### config.mk
export PLATFORM = sky130hd
export DESIGN_NAME = byte_logic_alu
export DESIGN_NICKNAME = d
export VERILOG_FILES = /design/src/rtl/alu_pkg.sv /design/src/rtl/alu_bitwise.sv /design/src/rtl/alu_stepper.sv /design/src/rtl/alu_compare.sv /design/src/rtl/alu_flag_pack.sv /design/src/rtl/byte_logic_alu.sv
export SDC_FILE = /design/constraint.sdc
export NUM_CORES = 1
export LEC_CHECK = 0
export ABC_CLOCK_PERIOD_IN_PS = 1300
export CORE_MARGIN = 2
export CORE_UTILIZATION = 53
export CTS_CLUSTER_SIZE = 12
export DETAILED_ROUTE_END_ITERATION = 10
export HOLD_SLACK_MARGIN = 0.03
export MAX_ROUTING_LAYER = met4
export PLACE_DENSITY_LB_ADDON = 0.1
export SLEW_MARGIN = 15
export SYNTH_ARGS = -nofsm -noshare
export SYNTH_HDL_FRONTEND = slang
export SYNTH_SLANG_ARGS = --single-unit
### constraint.sdc
create_clock -name clk -period 1.3 [get_ports clk]
set_input_delay 0.13 -clock clk [delete_from_list [all_inputs] [get_ports clk]]
set_output_delay 0.13 -clock clk [all_outputs]
set_load 0.005 [all_outputs]
### src/rtl/alu_pkg.sv
package alu_pkg;

  typedef enum logic [2:0] {
    OP_AND  = 3'd0,
    OP_OR   = 3'd1,
    OP_XOR  = 3'd2,
    OP_CMP  = 3'd3,
    OP_INC  = 3'd4,
    OP_DEC  = 3'd5,
    OP_RSV6 = 3'd6,
    OP_RSV7 = 3'd7
  } alu_op_e;

  typedef struct packed {
    logic z;
    logic n;
    logic h;
    logic c;
  } alu_flags_t;

  localparam int HALF_W = 4;

endpackage

### src/rtl/alu_bitwise.sv
module alu_bitwise
  import alu_pkg::*;
#(
  parameter int W = 8
) (
  input  alu_op_e        op_i,
  input  logic [W-1:0]   a_i,
  input  logic [W-1:0]   b_i,
  output logic [W-1:0]   r_o,
  output logic           zero_o
);

  always_comb begin
    unique case (op_i)
      OP_OR:   r_o = a_i | b_i;
      OP_XOR:  r_o = a_i ^ b_i;
      default: r_o = a_i & b_i;
    endcase
  end

  assign zero_o = (r_o == '0);

endmodule

### src/rtl/alu_stepper.sv
module alu_stepper
  import alu_pkg::*;
#(
  parameter int W = 8
) (
  input  logic          dec_i,
  input  logic [W-1:0]  b_i,
  output logic [W-1:0]  r_o,
  output logic          zero_o,
  output logic          half_o
);

  localparam logic [W-1:0] ONE = {{(W-1){1'b0}}, 1'b1};

  logic [HALF_W-1:0] low_nib;

  assign low_nib = b_i[HALF_W-1:0];
  assign r_o     = dec_i ? (b_i - ONE) : (b_i + ONE);
  assign zero_o  = (r_o == '0);
  // borrow out of the low nibble on a step down, carry out of it on a step up
  assign half_o  = dec_i ? (low_nib == '0) : (&low_nib);

endmodule

### src/rtl/alu_compare.sv
module alu_compare
  import alu_pkg::*;
#(
  parameter int W = 8
) (
  input  logic [W-1:0] a_i,
  input  logic [W-1:0] b_i,
  output logic         eq_o,
  output logic         lt_o,
  output logic         nib_lt_o
);

  assign eq_o     = (a_i == b_i);
  assign lt_o     = (a_i < b_i);
  assign nib_lt_o = (a_i[HALF_W-1:0] < b_i[HALF_W-1:0]);

endmodule

### src/rtl/alu_flag_pack.sv
module alu_flag_pack
  import alu_pkg::*;
#(
  parameter int W = 8
) (
  input  alu_flags_t    f_i,
  output logic [W-1:0]  byte_o
);

  localparam int ZP = W - 1;
  localparam int NP = W - 2;
  localparam int HP = W - 3;
  localparam int CP = W - 4;

  for (genvar i = 0; i < W; i++) begin : g_bit
    if (i == ZP) begin : g_z
      assign byte_o[i] = f_i.z;
    end else if (i == NP) begin : g_n
      assign byte_o[i] = f_i.n;
    end else if (i == HP) begin : g_h
      assign byte_o[i] = f_i.h;
    end else if (i == CP) begin : g_c
      assign byte_o[i] = f_i.c;
    end else begin : g_zero
      assign byte_o[i] = 1'b0;
    end
  end

endmodule

### src/rtl/byte_logic_alu.sv
module byte_logic_alu
  import alu_pkg::*;
#(
  parameter int W = 8
) (
  input  logic          clk,
  input  logic          rst_n,
  input  logic          vld_i,
  input  logic [2:0]    op_i,
  input  logic [W-1:0]  acc_i,
  input  logic [W-1:0]  opnd_i,
  input  logic [W-1:0]  flags_i,
  output logic          vld_o,
  output logic [W-1:0]  res_o,
  output logic [W-1:0]  flags_o
);

  localparam int           CP      = W - 4;
  localparam logic [W-1:0] HI_MASK = {4'hF, {(W-4){1'b0}}};

  // reset synchronizer: assert at once, release on the clock
  logic rst_meta_n, rst_ok_n;

  always_ff @(posedge clk or negedge rst_n) begin
    if (!rst_n) begin
      rst_meta_n <= 1'b0;
      rst_ok_n   <= 1'b0;
    end else begin
      rst_meta_n <= 1'b1;
      rst_ok_n   <= rst_meta_n;
    end
  end

  alu_op_e op;
  assign op = alu_op_e'(op_i);

  logic [W-1:0] bw_r, st_r;
  logic         bw_z, st_z, st_h;
  logic         cm_eq, cm_lt, cm_nlt;

  alu_bitwise #(.W(W)) u_bitwise (
    .op_i   (op),
    .a_i    (acc_i),
    .b_i    (opnd_i),
    .r_o    (bw_r),
    .zero_o (bw_z)
  );

  alu_stepper #(.W(W)) u_stepper (
    .dec_i  (op == OP_DEC),
    .b_i    (opnd_i),
    .r_o    (st_r),
    .zero_o (st_z),
    .half_o (st_h)
  );

  alu_compare #(.W(W)) u_compare (
    .a_i      (acc_i),
    .b_i      (opnd_i),
    .eq_o     (cm_eq),
    .lt_o     (cm_lt),
    .nib_lt_o (cm_nlt)
  );

  alu_flags_t   fl_nxt;
  logic [W-1:0] fl_packed;
  logic [W-1:0] res_nxt, flg_nxt;

  alu_flag_pack #(.W(W)) u_pack (
    .f_i    (fl_nxt),
    .byte_o (fl_packed)
  );

  // next-state: result and flag set per operation
  always_comb begin
    res_nxt = acc_i;
    fl_nxt  = '0;
    unique case (op)
      OP_AND: begin
        res_nxt = bw_r;
        fl_nxt  = '{z: bw_z, n: 1'b0, h: 1'b1, c: 1'b0};
      end
      OP_OR, OP_XOR: begin
        res_nxt = bw_r;
        fl_nxt  = '{z: bw_z, n: 1'b0, h: 1'b0, c: 1'b0};
      end
      OP_CMP: begin
        res_nxt = acc_i;
        fl_nxt  = '{z: cm_eq, n: 1'b1, h: cm_nlt, c: cm_lt};
      end
      OP_INC, OP_DEC: begin
        res_nxt = st_r;
        fl_nxt  = '{z: st_z, n: (op == OP_DEC), h: st_h, c: flags_i[CP]};
      end
      default: begin
        res_nxt = acc_i;
        fl_nxt  = '0;
      end
    endcase
  end

  always_comb begin
    if (op == OP_RSV6 || op == OP_RSV7) flg_nxt = flags_i & HI_MASK;
    else                                flg_nxt = fl_packed;
  end

  // registers with explicit enable
  logic         vld_q;
  logic [W-1:0] res_q, flg_q;

  always_ff @(posedge clk or negedge rst_ok_n) begin
    if (!rst_ok_n) begin
      vld_q <= 1'b0;
      res_q <= '0;
      flg_q <= '0;
    end else begin
      vld_q <= vld_i;
      if (vld_i) begin
        res_q <= res_nxt;
        flg_q <= flg_nxt;
      end
    end
  end

  assign vld_o   = vld_q;
  assign res_o   = res_q;
  assign flags_o = flg_q;

endmodule

# == After elaboration in Yosys (flattened, before gate mapping) ==
# Index checks and enable logic that the tools add are counted.
# Widths: inputs -> output; s select.
# totals
register_bits,19
input_bits,30
out_inout_bits,17
# classes
add_sub_neg,2
magnitude_cmp,2
eq_ne,8
muxes,6
bitwise,3
reduce_logical,9
# ops
operator,count
$pmux 8 s2,2
$logic_not 8->1,2
$mux 8,2
$pmux 4 s4,1
$eq 3x3->1 const B,4
$add 8x1->8 const B,1
$and 8x8->8,1
$eq 8x8->1,1
$lt 8x8->1,1
$or 8x8->8,1
$sub 8x1->8 const B,1
$xor 8x8->8,1
$eq 3x2->1 const B,2
$logic_not 4->1,1
$lt 4x4->1,1
$reduce_and 4->1,1
$reduce_or 2->1,2
$eq 3x1->1 const B,1
$logic_not 3->1,1
$reduce_or 3->1,1
$logic_or 1x1->1,1
$mux 1,1

# == Logic depth before layout (Yosys ltp) ==
# depth
ltp_word,5
mapped_depth,12
mapped_depth_nobuf,9

# == Hierarchy ==
# Synthesis repeated with hierarchy kept, for this count alone.
# unflattened
cells_unflattened,282
area_unflattened_um2,2359.8
# by_module_without_submodules
mod,instances,cells_per_inst,area_each_um2
byte_logic_alu,1,103,1028.5
alu_bitwise,1,96,705.7
alu_stepper,1,46,366.6
alu_compare,1,28,195.2
alu_flag_pack,1,9,63.8

# == Worst setup path after synthesis ==
# Ideal clock, no wire load.
# synth_path
path_kind,input -> register
start,input op_i[2]
end,register res_q[2] (netlist: res_o[2])
setup_time_ns,0.065
arrival_time_ns,2.028
required_ns,1.235
setup_slack_ns,-0.793
cell_stages,12
cell_sequence,buf_4 -> and3b_1 -> buf_6 -> xnor2_1 -> ha_1 -> clkbuf_1 -> nor2_1 -> mux2i_1 -> xnor2_1 -> nor2_1 -> a2111oi_0 -> a21o_1
# synth_between
elab_chain_cells,3
elab_cells_between_ends,10
classes_between,eq/ne (4); mux (3); reduce/logical (3)
# synth_lines
item,line,rtl
from (decl),byte_logic_alu.sv:9,"input logic [2:0] op_i,"
$eq 3x2->1 (tied with other cells),"alu_bitwise.sv:14, byte_logic_alu.sv:78",
$pmux 8 s2 (tied with other cells),alu_bitwise.sv:14,unique case (op_i)
$pmux 8 s2 *,byte_logic_alu.sv:78,unique case (op)
to (signal assigned),byte_logic_alu.sv:119,res_q <= res_nxt;
to (decl),byte_logic_alu.sv:109,"logic [W-1:0] res_q, flg_q;"
# Mark *: on every way between the ends. The rest lies on a longest branch, timed or not.
# A chain may end at the register's enable or synchronous reset.

# == Final worst setup path ==
# layout_path
start,input op_i[0]
end,register flg_q[7] (netlist: flags_o[7])
# layout_between
elab_chain_cells,5
elab_cells_between_ends,17
classes_between,eq/ne (7); mux (4); reduce/logical (6)
# layout_lines
item,line,rtl
$eq 3x2->1 (tied with other cells),"alu_bitwise.sv:14, byte_logic_alu.sv:78",
$pmux 8 s2 or $mux 8 (tied branches),"alu_bitwise.sv:14, alu_stepper.sv:18",
"$logic_not 8->1, on equally long branches","alu_bitwise.sv:21, alu_stepper.sv:19",
$pmux 4 s4,byte_logic_alu.sv:78,
$mux 8 *,byte_logic_alu.sv:103,if (op == OP_RSV6 || op == OP_RSV7) flg_nxt = flags_i & HI_MASK;
to (signal assigned),byte_logic_alu.sv:120,flg_q <= flg_nxt;
to (decl),byte_logic_alu.sv:109,
# Marked as above.

==> reports/results.txt <==
The worst setup path is launched from an input pin. The register bit count reported by yosys was 15; the height of the chip was 62.1 µm. Fill cells in the final layout number 122. The critical path goes through buf_6 > and3b_2 > xnor2_2 > ha_2 > buf_6 > nor2_4 > mux2i_2 > xnor2_2 > nor3_2 > nand4b_1 > a21oi_1. Number of buffer and inverter stages on the critical path: 2.

The flow ran to the end, but the final reports show violations. The worst path needs 1.71 ns of the cycle, external delays included. Compared with the post-synthesis result, the final layout area differs by 70.6%. In this run the worst hold path is classified as flop to async pin.

Setup repair after global routing could not meet its margin everywhere. The overall power consumption came out at 1.86 mW. The run gives 0.29 ns as the worst-skew pair later-pin latency.

Category of the worst setup path capture point: a flop. The clock transition at the registers of the reported paths was 0.10 ns. The aggregate global-route resource usage came out at 0.340.

The logs give -0.961 ns for the pre-CTS setup slack and -0.410 ns for the final critical-path setup slack. The count of antenna diodes in the layout was 0. Counting along the longest clock path gives a buffer depth of 2. The cell taking the most area after synthesis was dfrtp_1. After synthesis, the most frequently instantiated cells are ha_1, inv_1, a21oi_1, dfrtp_1, nand2_1. The share of Yosys cell area claimed by the top area cell type was 0.209; the wire length per cell after detailed routing was 23.0 µm. The starting density of the core was 0.546; the delay of the slowest cell on the worst path was 0.26 ns.

The slowest cell on the critical path was ha_2. Once placement finished, the instance area stood at 0.00258 mm². Counting every instance in the synthesized netlist gives 216. The logs give 0 for the initial antenna violation count and 1.93 ns for the endpoint arrival time on the critical path. In this run the tool buffered the top-level ports with 38 buffer cells.

The site row count was 21. The synthesized netlist occupies a cell area of 0.00179 mm². The tools report the total I/O pin count as 47. The global route total overflow is 0. The logs give 0 for the synthesis warning total and 10300 µm for the first-pass GRT wire length. TritonCTS built the clock tree. The number of sinks on the clock net was 15. After detailed routing, the number of remaining DRC violations is 0. The post-synthesis async set-or-reset flop share is 1.00. Grouping stages by cell kind, the critical path spends the most delay in simple AND/OR/NAND/NOR gates. The overall routed net length is 8220 µm. Yosys instantiated no cell more often than ha_1. In the final design database the tool counted 368 nets. Critical path start-end classification: input pin to flop. The utilization after layout came out at 0.931. Summing all multi-input logic gate instances after layout gives 0.00159 mm². In this run the static leakage power is 1.49 nW. The final-report setup violation count is 9, and the top achievable clock speed is 585 MHz. The run gives 0 as the max-slew violation count.

The ratio of routed vias to standard cells is 6.40, and the sequential-to-total area share from yosys stat is 0.209. The tools report the final count of hold timing violations as 0. The wire-length estimate of the detail-placed layout is 4150 µm. Number of H-tree branching levels: 1.

The congestion estimate from routability-driven global placement came to 0.894. The logs give 2167 for the via count of the first global-routing pass and 52 for the number of unique standard cell types used by synthesis. Share of the clock period used by the worst path after layout: 1.32. The final reports fail on negative setup slack. The worst-case IR drop observed on VDD is 0.000771 V.

The post-synthesis area per instance works out to 8.29 µm². The tools report the core footprint as 0.00328 mm². Max-cap violations in this run came to 0. Sorting the synthesized cells by area gives the leading types as dfrtp_1, ha_1, a21oi_1, inv_1, xnor2_1. Entering global routing, the biggest net connects 25 pins. Buffers inserted during clock tree synthesis total 3. The worst-margin pin slew is 0.540 ns. The final standard cell area without fillers is 0.00306 mm², and the total via count after detailed routing is 2284.

At the worst endpoint, the required time is 1.52 ns. In this run the horizontal extent of the chip is 62.1 µm. The tools report the count of nets left with antenna violations after detail routing as 0. Adding up every negative setup slack in the final design gives -1.94 ns. Area of the die: 0.00386 mm². Power spread over the standard cell area amounts to 610 mW/mm². The most used flip-flop cell after synthesis is dfrtp_1. The share of post-route cells with drive strength above 1 works out to 0.466. Before antenna repair, the detailed router went through 5 iterations. The number of enable-type register cells in the synthesized netlist is 0, and the total area of sequential cells is 375 µm².

The highest net fanout along the worst path is 5, and the final clock skew is 0.0111 ns. For the minimum setup slack among reg-to-reg paths, the log shows 0.48 ns. The worst slew margin relative to its limit is 0.640.

Clock tree root driver cell: clkbuf_4. The detailed router's first-iteration violation count was 209.
==> worst reg2reg max path: cells and delay by family, from the launching register on <==
family	cells	cell delay (ns)
flops	1	0.42
compound gates	1	0.16
buf+inv	1	0.14
==> per-stage QoR <==
stage	hold WS, ns	instances
6_report	0.225	357
3_3_place_gp	0.221	339
4_1_cts	0.236	351
2_1_floorplan	-0.166	219
5_1_grt	0.289	357
3_5_place_dp	0.224	339
==> cell usage in the layout (no fill, tap or decap), types with 3 or more instances in the layout <==
master	count
a21o_1	3
a21oi_1	10
a21oi_2	6
a2bb2oi_1	3
and3_1	3
buf_2	4
buf_4	60
buf_6	10
clkbuf_4	3
clkdlybuf4s50_1	9
conb_1	5
dfrtp_1	15
dlygate4sd2_1	7
dlymetal6s2s_1	11
ha_1	16
ha_4	8
inv_1	10
inv_2	8
mux2i_1	4
nand2_1	14
nand3_1	3
nor2_1	11
nor2b_1	3
nor3_1	3
o211ai_1	5
o21a_1	3
o21ai_0	3
xnor2_1	5
xnor2_2	3
==> registers in the layout, indices dropped and copies added (netlist names) <==
| name | count |
|---|---|
| rst_meta_n | 1 |
| res_o | 8 |
| rst_ok_n | 1 |
| flags_o | 4 |
| vld_o | 1 |
==> repair_timing <==
action	in CTS	in global routing
hold buffers	1	0
setup endpoints to repair	13	21
endpoints found under the hold margin	2	0
pin swaps	32	22
buffers inserted	8	7
gates resized for setup	96	36
==> logic make-up after synthesis <==
group	count (synthesis)	share of synthesized area
AOI/OAI and AO/OA	64	0.259
xor gates and xnor gates	8	0.0391
adders and majority gates	26	0.182
buffers and inverters	38	0.0992
DFF	15	0.209
muxes	6	0.0342
other	2	0.00419
and+or+nand+nor	57	0.173
==> worst paths after layout <==
path / start / end / depth (start not counted)
setup / recovery: op_i[0] / flags_o[7]$_DFFE_PN0P_ / 11
hold / removal: rst_ok_n$_DFF_PN0_ / res_o[3]$_DFFE_PN0P_ / 0
setup reg to reg: res_o[2]$_DFFE_PN0P_ / res_o[2]$_DFFE_PN0P_ / 2
hold reg to reg: rst_ok_n$_DFF_PN0_ / res_o[3]$_DFFE_PN0P_ / 0
max in group asynchronous: rst_n / rst_meta_n$_DFF_PN0_ / 2
min in group clk: rst_meta_n$_DFF_PN0_ / rst_ok_n$_DFF_PN0_ / 0
==> power by group <==
part	leakage [nW]	internal [mW]	switching (mW)	total (mW)
clock network	0.0177	0.115	0.155	0.269
registers	0.177	0.518	0.0348	0.553
logic	1.30	0.528	0.515	1.04
==> area by class of cell <==
| type | instances | area share |
|---|---|---|
| multi-input combinational | 166 | 0.520 |
| timing repair buffer | 106 | 0.302 |
| sequential | 15 | 0.123 |
| inverter | 20 | 0.0270 |
| tap | 46 | 0.0188 |
| clock buffer | 3 | 0.00737 |
| clock inverter | 1 | 0.00164 |
==> per-layer routing <==
layer,up-vias,GRT usage,part of all wire
li1,953,-,-
met1,1083,0.391,0.36
met2,182,0.575,0.48
met3,66,0.0725,0.076
met4,0,0.144,0.082
met5,-,-,0
(Power assumes the default switching activity.)
